--- src/rtl/ccwb_pkg.sv ---
package ccwb_pkg;

    localparam int FP_W  = 32;
    localparam int EXP_W = 8;
    localparam int MAN_W = 23;

    localparam logic [FP_W-1:0] FP_ONE  = 32'h3F80_0000;
    localparam logic [FP_W-1:0] FP_ZERO = '0;

    typedef enum logic [1:0] {
        CC_GT = 2'b00,
        CC_EQ = 2'b01,
        CC_LT = 2'b10,
        CC_UN = 2'b11
    } cc_e;

    typedef enum logic [2:0] {
        RL_TR = 3'd0,
        RL_FL = 3'd1,
        RL_EQ = 3'd2,
        RL_NE = 3'd3,
        RL_LT = 3'd4,
        RL_GE = 3'd5,
        RL_LE = 3'd6,
        RL_GT = 3'd7
    } rule_e;

    function automatic logic fp_is_nan(input logic [FP_W-1:0] v);
        return (&v[FP_W-2 -: EXP_W]) && (|v[MAN_W-1:0]);
    endfunction

    function automatic cc_e fp_classify(input logic [FP_W-1:0] v);
        if (fp_is_nan(v))               return CC_UN;
        else if (v[FP_W-2:0] == '0)     return CC_EQ;
        else if (v[FP_W-1])             return CC_LT;
        else                            return CC_GT;
    endfunction

    function automatic cc_e int_classify(input logic [FP_W-1:0] v);
        if (v[FP_W-1])        return CC_LT;
        else if (v == '0)     return CC_EQ;
        else                  return CC_GT;
    endfunction

    function automatic logic cc_pass(input rule_e r, input cc_e c);
        case (r)
            RL_TR:   return 1'b1;
            RL_FL:   return 1'b0;
            RL_EQ:   return c == CC_EQ;
            RL_NE:   return c != CC_EQ;
            RL_LT:   return c == CC_LT;
            RL_GE:   return (c == CC_GT) || (c == CC_EQ);
            RL_LE:   return (c == CC_LT) || (c == CC_EQ);
            default: return c == CC_GT;
        endcase
    endfunction

endpackage

--- src/rtl/ccwb_lane_proc.sv ---
module ccwb_lane_proc
    import ccwb_pkg::*;
(
    input  logic [FP_W-1:0] raw,
    input  logic            sat_en,
    input  logic            int_mode,
    output logic [FP_W-1:0] val,
    output cc_e             code
);
    logic nan;
    logic below_zero;
    logic above_one;

    always_comb begin
        nan        = fp_is_nan(raw);
        below_zero = raw[FP_W-1] && (raw[FP_W-2:0] != '0) && !nan;
        above_one  = !raw[FP_W-1] && (raw[FP_W-2:0] > FP_ONE[FP_W-2:0]) && !nan;
        val        = raw;
        if (sat_en && !int_mode) begin
            if (below_zero)     val = FP_ZERO;
            else if (above_one) val = FP_ONE;
        end
        code = int_mode ? int_classify(raw) : fp_classify(val);
    end
endmodule

--- src/rtl/ccwb_cond_eval.sv ---
module ccwb_cond_eval
    import ccwb_pkg::*;
#(
    parameter int LANES = 4,
    localparam int SW_W = $clog2(LANES),
    localparam int CC_W = 2 * LANES
) (
    input  logic [CC_W-1:0]       cc0,
    input  logic [CC_W-1:0]       cc1,
    input  logic                  rd_sel,
    input  logic [2:0]            rule,
    input  logic [LANES*SW_W-1:0] swz,
    output logic [LANES-1:0]      lane_ok
);
    logic [CC_W-1:0] src;

    assign src = rd_sel ? cc1 : cc0;

    for (genvar i = 0; i < LANES; i++) begin : g_lane
        logic [SW_W-1:0] idx;
        logic [1:0]      picked;
        assign idx        = swz[i*SW_W +: SW_W];
        assign picked     = src[idx*2 +: 2];
        assign lane_ok[i] = cc_pass(rule_e'(rule), cc_e'(picked));
    end
endmodule

--- src/rtl/ccwb_writeback.sv ---
module ccwb_writeback
    import ccwb_pkg::*;
#(
    parameter int LANES = 4,
    localparam int SW_W = $clog2(LANES),
    localparam int CC_W = 2 * LANES,
    localparam int VW   = LANES * FP_W
) (
    input  logic                  clk,
    input  logic                  rst,
    input  logic                  run_start,
    input  logic                  wr_valid,
    input  logic                  int_mode,
    input  logic                  sat_en,
    input  logic [VW-1:0]         result,
    input  logic [VW-1:0]         dest_in,
    input  logic [LANES-1:0]      wmask,
    input  logic                  cc_rd_sel,
    input  logic [2:0]            cc_rule,
    input  logic [LANES*SW_W-1:0] cc_swz,
    input  logic                  cc_upd_en,
    input  logic                  cc_wr_sel,
    output logic [VW-1:0]         dest_out,
    output logic [CC_W-1:0]       cc0_out,
    output logic [CC_W-1:0]       cc1_out
);
    localparam logic [CC_W-1:0] CC_ALL_EQ = {LANES{CC_EQ}};

    logic [VW-1:0]    lane_val;
    logic [CC_W-1:0]  lane_code;
    logic [LANES-1:0] lane_ok;
    logic [LANES-1:0] lane_wr;

    logic [VW-1:0]    dest_q;
    logic [CC_W-1:0]  cc0_q;
    logic [CC_W-1:0]  cc1_q;

    for (genvar i = 0; i < LANES; i++) begin : g_proc
        cc_e code_i;
        ccwb_lane_proc u_proc (
            .raw      (result[i*FP_W +: FP_W]),
            .sat_en   (sat_en),
            .int_mode (int_mode),
            .val      (lane_val[i*FP_W +: FP_W]),
            .code     (code_i)
        );
        assign lane_code[i*2 +: 2] = code_i;
    end

    ccwb_cond_eval #(.LANES(LANES)) u_cond (
        .cc0     (cc0_q),
        .cc1     (cc1_q),
        .rd_sel  (cc_rd_sel),
        .rule    (cc_rule),
        .swz     (cc_swz),
        .lane_ok (lane_ok)
    );

    assign lane_wr = wmask & lane_ok;

    always_ff @(posedge clk) begin
        if (rst) begin
            dest_q <= '0;
            cc0_q  <= CC_ALL_EQ;
            cc1_q  <= CC_ALL_EQ;
        end else begin
            if (wr_valid) begin
                for (int i = 0; i < LANES; i++) begin
                    dest_q[i*FP_W +: FP_W] <= lane_wr[i] ? lane_val[i*FP_W +: FP_W]
                                                         : dest_in[i*FP_W +: FP_W];
                    if (cc_upd_en && lane_wr[i]) begin
                        if (cc_wr_sel) cc1_q[i*2 +: 2] <= lane_code[i*2 +: 2];
                        else           cc0_q[i*2 +: 2] <= lane_code[i*2 +: 2];
                    end
                end
            end
            if (run_start) begin
                cc0_q <= CC_ALL_EQ;
                cc1_q <= CC_ALL_EQ;
            end
        end
    end

    assign dest_out = dest_q;
    assign cc0_out  = cc0_q;
    assign cc1_out  = cc1_q;
endmodule

--- config.mk ---
export PLATFORM = sky130hd
export DESIGN_NAME = ccwb_writeback
export DESIGN_NICKNAME = d
export VERILOG_FILES = /design/src/rtl/ccwb_pkg.sv /design/src/rtl/ccwb_lane_proc.sv /design/src/rtl/ccwb_cond_eval.sv /design/src/rtl/ccwb_writeback.sv
export SDC_FILE = /design/constraint.sdc
export NUM_CORES = 1
export LEC_CHECK = 0
export BUFFER_PORTS_ARGS = -buffer_cell sky130_fd_sc_hd__buf_2
export CORE_AREA = 2 2 167 169
export DETAILED_ROUTE_END_ITERATION = 8
export DIE_AREA = 0 0 169 171
export MAX_ROUTING_LAYER = met4
export PLACE_DENSITY = 0.64
export SYNTH_ARGS = -nofsm -noshare
export SYNTH_HDL_FRONTEND = slang
export SYNTH_SLANG_ARGS = --single-unit
export TNS_END_PERCENT = 50
--- constraint.sdc ---
create_clock -name clk -period 3.3 [get_ports clk]
set_input_delay 0.33 -clock clk [delete_from_list [all_inputs] [get_ports clk]]
set_output_delay 0.33 -clock clk [all_outputs]
set_load 0.02 [all_outputs]
---- Word-level counts from Yosys, hierarchy flattened ----
Cells that the tools add are included.
storage, ports and cells
  bits in registers ....................... 144
  bits of input ports ..................... 280
  output and inout bits ................... 144
cells by class
  order comparisons ....................... 4
  eq/ne operators ......................... 18
  shift-type cells ........................ 4
  multiplexer cells ....................... 45
  bitwise gates (word level) .............. 2
  reduce and logical (&&, ||, !) cells .... 88
operators by type and width
  cell                                                              count
  2-to-1 mux 32 bit                                                 16
  OR reduction 23 bit                                               8
  logical NOT 32 bit                                                4
  greater-than comparator 31 x 30 -> 1 bit (second input constant)  4
  logical NOT 31 bit                                                4
  nonzero test 31 bit                                               4
  AND reduction 8 bit                                               8
  2-to-1 mux 2 bit                                                  20
  variable part select 8 x 4 -> 2 bit                               4
  logical AND 1 bit                                                 29
  case mux 1 bit (7 select lines)                                   4
  AND reduction 3 bit                                               8
  == test 3 bit (second input constant)                             3
  logical NOT 1 bit                                                 9
  == test 2 x 1 -> 1 bit (second input constant)                    4
  == test 2 bit (second input constant)                             4
  logical NOT 2 bit                                                 4
  logical OR 1 bit                                                  8
  2-to-1 mux 8 bit                                                  1
  != test 2 x 1 -> 1 bit (second input constant)                    4
  == test 3 x 2 -> 1 bit (second input constant)                    2
  AND 4 bit                                                         1
  2-to-1 mux 1 bit                                                  4
  == test 3 x 1 -> 1 bit (second input constant)                    1
  3 further kinds                                                   3

---- Longest topological paths before layout ----
Gate-level depths: netlist of the first run.
  word-level depth ........................ 11
  gate-level depth with buffers ........... 10
  depth with buffers taken out ............ 7

---- Modules after synthesis ----
Synthesis of the first run repeated with hierarchy kept, for this count alone.
second synthesis, totals
  cell total of the unflattened synthesis .. 1,133
  area, all modules ....................... 8,909.8 sq um
by module, submodules not included
  module          instances  cells each  area each (sq um)  sequential area each (sq um)
  ccwb_writeback  1          801         6,640.1            2,882.8
  ccwb_lane_proc  4          70          437.9              0.0
  ccwb_cond_eval  1          52          518.0              0.0

---- Least setup slack after synthesis of the first run ----
OpenSTA, ideal clock, no wires.
  path kind ............................... input port to flip-flop
  from .................................... input cc_rd_sel
  to ...................................... register dest_q[100] (netlist: dest_out[100])
  setup time .............................. 0.122 ns
  data arrival time ....................... 2.474 ns
  path slack .............................. 0.705 ns
  stages on the path ...................... 9
  path through ............................ buf_6 mux2_2 mux4_2 nand2_1 o32ai_2 o41ai_4 nor3_2 buf_2 a221o_1
on the way
  longest elaborated chain between the ends .. 7
  elaborated cells on any way between the ends .. 11
ends and longest elaborated chain
  what                                        line                            text
  from (decl)                                 ccwb_writeback.sv:18            input logic cc_rd_sel,
  2-to-1 mux 8 bit *                          ccwb_cond_eval.sv:17            assign src = rd_sel ? cc1 : cc0;
  variable part select 8 x 4 -> 2 bit *       ccwb_cond_eval.sv:23            assign picked = src[idx*2 +: 2];
  == test 2 bit (tied with other cells)       ccwb_pkg.sv:51, ccwb_pkg.sv:53
  logical OR 1 bit, on equally long branches  ccwb_pkg.sv:53, ccwb_pkg.sv:52
  case mux 1 bit (7 select lines) *           ccwb_pkg.sv:46                  case (r)
  AND 4 bit *                                 ccwb_writeback.sv:59            assign lane_wr = wmask & lane_ok;
  2-to-1 mux 32 bit *                         ccwb_writeback.sv:69            dest_q[i*FP_W +: FP_W] <= lane_wr[i] ? lane_val[i*FP_W +: FP_W]
  to (signal, indexed assignment)             ccwb_writeback.sv:69
  to (decl)                                   ccwb_writeback.sv:34            logic [VW-1:0] dest_q;
Mark *: on every way between the ends. The rest lies on a longest branch, timed or not.
A chain may end at the register's enable or synchronous reset.

---- Worst setup path in the final report of the first run ----
  from .................................... register cc0_q[1] (netlist: cc0_out[1])
  to ...................................... register dest_q[71] (netlist: dest_out[71])
on the way
  longest elaborated chain between the ends .. 7
  elaborated cells on any way between the ends .. 11
ends and longest elaborated chain
  what                                        line                            text
  from (decl)                                 ccwb_writeback.sv:35            logic [CC_W-1:0] cc0_q;
  from (signal, indexed assignment)           ccwb_writeback.sv:73            else cc0_q[i*2 +: 2] <= lane_code[i*2 +: 2];
  2-to-1 mux 8 bit *                          ccwb_cond_eval.sv:17
  variable part select 8 x 4 -> 2 bit *       ccwb_cond_eval.sv:23
  == test 2 bit (tied with other cells)       ccwb_pkg.sv:51, ccwb_pkg.sv:53
  logical OR 1 bit, on equally long branches  ccwb_pkg.sv:53, ccwb_pkg.sv:52
  case mux 1 bit (7 select lines) *           ccwb_pkg.sv:46
  AND 4 bit *                                 ccwb_writeback.sv:59
  2-to-1 mux 32 bit *                         ccwb_writeback.sv:69
Marked as above.

==> impl_metrics.env, run 1 <==
export IMPL_r2r_worst_path_cells=8
export IMPL_ant_nets=0
export IMPL_drt_first_iter_violations=556
export IMPL_finalSetupTns_ps=0
export IMPL_grt_first_pass_wirelength_um=45500
export IMPL_cts_max_path_buffers=2
export IMPL_min_path_cells=3
export IMPL_portBuffers=423
export IMPL_worstMarginPinSlew_ps=852
export IMPL_yosys_area_share_adder_pct=0
export IMPL_yosysWarnings=0
export IMPL_hold_viol=0
export IMPL_htreeDepth=4
export IMPL_synth_xor_area_share_pct=0.468
export IMPL_synth_area_per_cell_um2=8.26
export IMPL_critPathCaptureType="flop"
export IMPL_netlist_top_cells_count="dfxtp_1, nand2_1, nor2_1, nand3_1, a311oi_1"
export IMPL_power_leakage_nw=4.80
export IMPL_synth_area_um2=7480
export IMPL_powerDensity_nw_per_um2=454
export IMPL_min_period_over_period_pct=83.2
export IMPL_ios=424
export IMPL_cts_buffers=17
export IMPL_r2r_end="dest_out[71]"
export IMPL_synthCells=906
export IMPL_worstPathArrival_ps=3060
export IMPL_synth_edf_count=0
export IMPL_hold_end="dest_out[89]"
export IMPL_post_dp_hpwl_um=23400
export IMPL_routed_via_count=8745
export IMPL_share_seq_of_total_power_pct=40.2
export IMPL_dieArea_um2=28900
export IMPL_vias_per_cell=5.26
export IMPL_syn_to_final_growth_pct=41.0
export IMPL_drv_cap=0
export IMPL_insertion_delay_ps=420
export IMPL_yosysMostFrequentCell="dfxtp_1"
export IMPL_synth_top_area_cell="dfxtp_1"
export IMPL_cts_hold_buf=0
export IMPL_slew_limit_headroom_pct=43.1
export IMPL_intPower_w=0.00324
export IMPL_hold_class="in2reg"
export IMPL_start_kind="flop"
export IMPL_avgRoutedWirePerCell_um=18.4
export IMPL_routabilityCongestion=0.913
export IMPL_final_setup_viol_count=0
export IMPL_final_min_clock_period_ps=2750
export IMPL_grt_usage_pct=20.7
export IMPL_synth_compound_area_share_pct=20.2
export IMPL_drive_above_1_share_pct=39.1
export IMPL_p_clk_share_pct=39.1
export IMPL_path_max_fanout=31
export IMPL_synth_seq_cells=144
export IMPL_post_cts_buffers=0
export IMPL_yosys_area_share_simple_pct=29.8
export IMPL_worstSetupPathType="reg2reg"
export IMPL_hp_start="dest_in[89]"
export IMPL_power_switching_w=0.00155
export IMPL_synthTopCellsByArea="dfxtp_1, a311oi_1, nand3_1"
export IMPL_place_area_um2=9980
export IMPL_fin_area_um2=10500
export IMPL_r2r_slack_ps=550
export IMPL_grt_pass1_vias=8275
export IMPL_wl_um=30600
export IMPL_ys_seq_area_share_pct=38.5
export IMPL_die_y_um=171
export IMPL_die_x_um=169
export IMPL_initial_core_util_pct=27.4
export IMPL_finalMaxSlewViolations=0
export IMPL_first_pass_iters=5
export IMPL_grt_max_degree=89
export IMPL_cts_tree="done"
export IMPL_rsz0062_at_grt="false"
export IMPL_muxShareOfSynthArea_pct=6.51
export IMPL_antenna_found_initial=4
export IMPL_async_flop_share_pct=0
export IMPL_rows=61
export IMPL_fillers=2889
export IMPL_required_ps=3620
export IMPL_clock_sinks=144
export IMPL_status="completed"
export IMPL_syn_num_nets=1186
export IMPL_fmax_ghz=0.364
export IMPL_swShare_pct=32.3
export IMPL_cts_root_buf="clkbuf_16"
export IMPL_grt_overflow_total=0
export IMPL_worstReg2RegStart="cc0_out[1]"
export IMPL_power_frac_comb_pct=20.7
export IMPL_synth_top_family_by_area="simple AND/OR/NAND/NOR gates"
export IMPL_synth_distinct_cells=46
export IMPL_drc_errors=0
export IMPL_synth_top_area_share_pct=38.5
export IMPL_nNetsFinal=1578
export IMPL_clock_skew_ps=13.9
export IMPL_cts_reportedPaths_clkPinSlew_ps=70
export IMPL_ir_drop_v=0.000314
export IMPL_coreArea_um2=27300
export IMPL_cts_resized=0
export IMPL_synthFlopType="dfxtp_1"
state kept, by name (all words and copies together) (netlist names):
signal    count
cc1_out       8
cc0_out       8
dest_out    128
power by group through the flow:
stage	clock network [W]	logic (W)	registers, W
final	0.00187	0.000992	0.00192
after floorplan	0	0.000374	0.00211
after global placement	0	0.000985	0.00196
after CTS	0.00193	0.000996	0.00192
after global routing	0.00200	0.00108	0.00194
after detailed placement	0	0.000994	0.00196
metal layers:
| layer | GRT usage [%] | vias up | wire [um] |
|---|---|---|---|
| met5 | - | - | 0 |
| li1 | - | 4197 | - |
| met2 | 34.7 | 393 | 14900 |
| met4 | 6.84 | 0 | 624 |
| met3 | 3.65 | 35 | 1890 |
| met1 | 25.2 | 4120 | 13200 |
kinds of logic (layout without fill, tap and decap cells):
logic type / Yosys count / after routing
AOI/OAI and AO/OA: 168 / 168
and+or+nand+nor: 478 / 478
xor gates and xnor gates: 4 / 4
muxes: 37 / 37
other: 0 / 4
DFF: 144 / 144
buffers and inverters: 75 / 480
cells in the final DEF, fill, tap and decap left out, types with 8 or more instances in the layout:
master / n
a21oi_1: 10
a221o_1: 30
a311oi_1: 75
and2_1: 33
buf_2: 421
buf_4: 19
clkbuf_16: 17
dfxtp_1: 144
mux2_2: 12
mux2i_1: 16
mux4_2: 8
nand2_1: 127
nand3_1: 116
nand4_1: 8
nor2_1: 120
nor3_1: 17
nor4_1: 27
o211ai_1: 29
worst max-delay path by stage:
stage	slack [ps]	depth (start not counted)	to	start
final	550	8	dest_out[71]	cc0_out[1]
after global routing	380	8	dest_out[18]	cc0_out[1]
after CTS	530	9	dest_out[34]	cc1_out[1]
after detailed placement	320	9	dest_out[107]	cc_rd_sel
after global placement	410	9	dest_out[100]	cc_rd_sel
after floorplan	700	9	dest_out[100]	cc_rd_sel
worst max-delay path, stage by stage, from the launching register on:
cell and delay [ps]:
dfxtp_1 390, mux2i_1 140, mux4_2 530, xor2_1 170, o32ai_2 360, o41a_1 390
buf_12 230, nand3_1 100, a311oi_1 310
per-stage QoR:
stage | setup slack, ps | util (%) | hold WS, ps | instances | total power [W]
after global placement | 411 | 36.5 | 447 | 1625 | 0.00294
after CTS | 529 | 38.6 | 110 | 1657 | 0.00485
final | 554 | 38.6 | 129 | 1661 | 0.00478
after detailed placement | 317 | 36.5 | 453 | 1625 | 0.00295
after floorplan | 705 | - | 463 | 906 | 0.00248
after global routing | 383 | 38.6 | 115 | 1661 | 0.00502
layout make-up:
type                            count  area, um^2  area share, %
Sequential cell                   144        2880           27.3
Inverter                            2        7.51         0.0712
Multi-Input combinational cell    687        4280           40.6
Timing Repair Buffer              446        2370           22.5
Clock buffer                       18         429           4.07
Tap cell                          346         433           4.11
Antenna cell                        4        10.0         0.0949
Clock inverter                     14         128           1.21
No activity file was read; power rests on OpenSTA's default activity.
==> inputs of run 2 (changes only) <==
--- a/config.mk
+++ b/config.mk
@@ -10,7 +10,7 @@
 export DETAILED_ROUTE_END_ITERATION = 8
 export DIE_AREA = 0 0 169 171
 export MAX_ROUTING_LAYER = met4
-export PLACE_DENSITY = 0.64
+export PLACE_DENSITY = 0.66
 export SYNTH_ARGS = -nofsm -noshare
 export SYNTH_HDL_FRONTEND = slang
 export SYNTH_SLANG_ARGS = --single-unit
==> constraint.sdc (replaced) <==
create_clock -name clk -period 2.5 [get_ports clk]
set_input_delay 0.25 -clock clk [delete_from_list [all_inputs] [get_ports clk]]
set_output_delay 0.25 -clock clk [all_outputs]
set_load 0.02 [all_outputs]
==> impl_metrics.env, run 2 (synthesis gave the netlist of run 1 again) <==
export IMPL_mostFrequentLayoutCell="buf_2"
export IMPL_htreeDepth=4
export IMPL_final_cell_mix="buf_2, dfxtp_1, nor2_1"
export IMPL_hold_viol=0
export IMPL_largest_register_ffs=128
export IMPL_drv_cap=0
export IMPL_cts_hold_buf=0
export IMPL_final_setup_viol_count=13
export IMPL_total_power_w=0.00687
export IMPL_die_x_um=169
export IMPL_fmax_ghz=0.392
export IMPL_cts_tree="done"
export IMPL_ant_nets=0
export IMPL_routed_via_count=9090
export IMPL_final_min_clock_period_ps=2550
export IMPL_drive_above_1_share_pct=46.3
export IMPL_worstReg2RegStart="cc0_out[7]"
export IMPL_critPathCaptureType="flop"
export IMPL_clock_skew_ps=16.9
export IMPL_die_y_um=171
export IMPL_place_area_um2=10600
export IMPL_path_max_fanout=8
export IMPL_avgRoutedWirePerCell_um=18.8
export IMPL_grt_overflow_total=0
export IMPL_finalSetupTns_ps=-299
export IMPL_grt_max_degree=65
export IMPL_first_pass_iters=6
export IMPL_cts_reportedPaths_clkPinSlew_ps=70
export IMPL_rsz0062_at_grt="true"
export IMPL_worstMarginPinSlew_ps=694
export IMPL_initial_core_util_pct=27.4
export IMPL_startpoint="cc0_out[7]"
export IMPL_cts_root_buf="clkbuf_16"
export IMPL_grt_usage_pct=21.6
export IMPL_min_period_over_period_pct=102
export IMPL_antenna_found_initial=1
export IMPL_grt_pass1_vias=8622
export IMPL_start_kind="flop"
export IMPL_wl_um=32700
export IMPL_routabilityCongestion=0.916
export IMPL_hold_class="in2reg"
export IMPL_fin_area_um2=11700
export IMPL_coreArea_um2=27300
export IMPL_drc_errors=0
export IMPL_dieArea_um2=28900
export IMPL_rows=61
export IMPL_cts_max_path_buffers=2
export IMPL_ir_drop_v=0.000342
export IMPL_nNetsFinal=1662
export IMPL_ios=424
export IMPL_worstSetupPathType="reg2reg"
export IMPL_r2r_worst_path_cells=10
export IMPL_worstPathArrival_ps=2870
export IMPL_violations="setup timing"
export IMPL_portBuffers=423
export IMPL_powerDensity_nw_per_um2=585
export IMPL_clock_sinks=144
export IMPL_cts_buffers=17
export IMPL_status="finished, violations left"
export IMPL_power_leakage_nw=5.39
export IMPL_worst_slack_ps=-50.1
export IMPL_required_ps=2820
export IMPL_syn_to_final_growth_pct=57.0
export IMPL_finalMaxSlewViolations=0
export IMPL_endpoint="dest_out[47]"
export IMPL_post_dp_hpwl_um=24400
export IMPL_slew_limit_headroom_pct=53.7
export IMPL_layoutNonFillerInstCount=1740
export IMPL_grt_first_pass_wirelength_um=47500
export IMPL_vias_per_cell=5.22
export IMPL_drt_first_iter_violations=542
export IMPL_final_util_pct=43.0
export IMPL_insertion_delay_ps=420
export IMPL_r2r_slack_ps=-50
export IMPL_dp_cells=1691
export IMPL_r2r_end="dest_out[47]"
==> run 2: changes by cell type in the layout (fill, tap and decap cells not counted), sizes merged <==
cell      delta
clkinv       -2
clkinvlp     -3
bufinv       +5
diode        -3
inv          -2
clkbuf       +4
buf         +80
==> run 2: layout make-up <==
type	instances	area, um^2
Sequential cell	144	2890
Multi-Input combinational cell	687	4550
Fill cell	2748	15600
Inverter	2	7.51
Clock buffer	18	429
Tap cell	346	433
Timing Repair Buffer	530	3230
Clock inverter	12	208
Antenna cell	1	2.50
==> run 2: critical path, stage by stage (launching register included) <==
cell and delay [ps]:
dfxtp_2 340, mux2i_2 90, mux4_2 560, buf_6 150
mux2i_2 150, buf_4 160, o41ai_4 280, buf_6 220
clkbuf_16 180, nand2_1 50, a311oi_1 260
==> run 2: how the worst min path moves through the flow <==
stage,startpoint,end,cells past startpoint
after CTS,dest_in[117],dest_out[117],2
after detailed placement,dest_out[60],dest_out[60],2
final,dest_in[114],dest_out[114],2
after floorplan,dest_in[23],dest_out[23],2
after global placement,dest_out[90],dest_out[90],2
after global routing,dest_in[97],dest_out[97],2
==> run 2: stage by stage <==
| step | hold slack (ps) | setup WS (ps) |
|---|---|---|
| 2_1_floorplan | 383 | -4.59 |
| 3_3_place_gp | 449 | -293 |
| 3_5_place_dp | 456 | -349 |
| 4_1_cts | 28.5 | -18.4 |
| 5_1_grt | 24.0 | -129 |
| 6_report | 46.2 | -50.1 |
==> run 2: what timing repair did <==
item,4_1_cts,5_1_grt
hold endpoints to repair,0,0
buffers inserted,5,7
endpoints found under the setup margin,97,111
pin swaps,9,20
gates resized for setup,23,39
cloned,2,5
==> run 2: power by group <==
group | switching [W] | internal, W
Clock | 0.00106 | 0.00178
Combinational | 0.000866 | 0.000621
Sequential | 0.0000831 | 0.00246
==> run 2: metal layers <==
layer  vias up  wire, um  global-route usage, %
met2       391     16200                   37.0
met3        27      2120                   4.46
met1      4315     14000                   26.1
met5         -         0                      -
met4         0       381                   5.17
li1       4357         -                      -
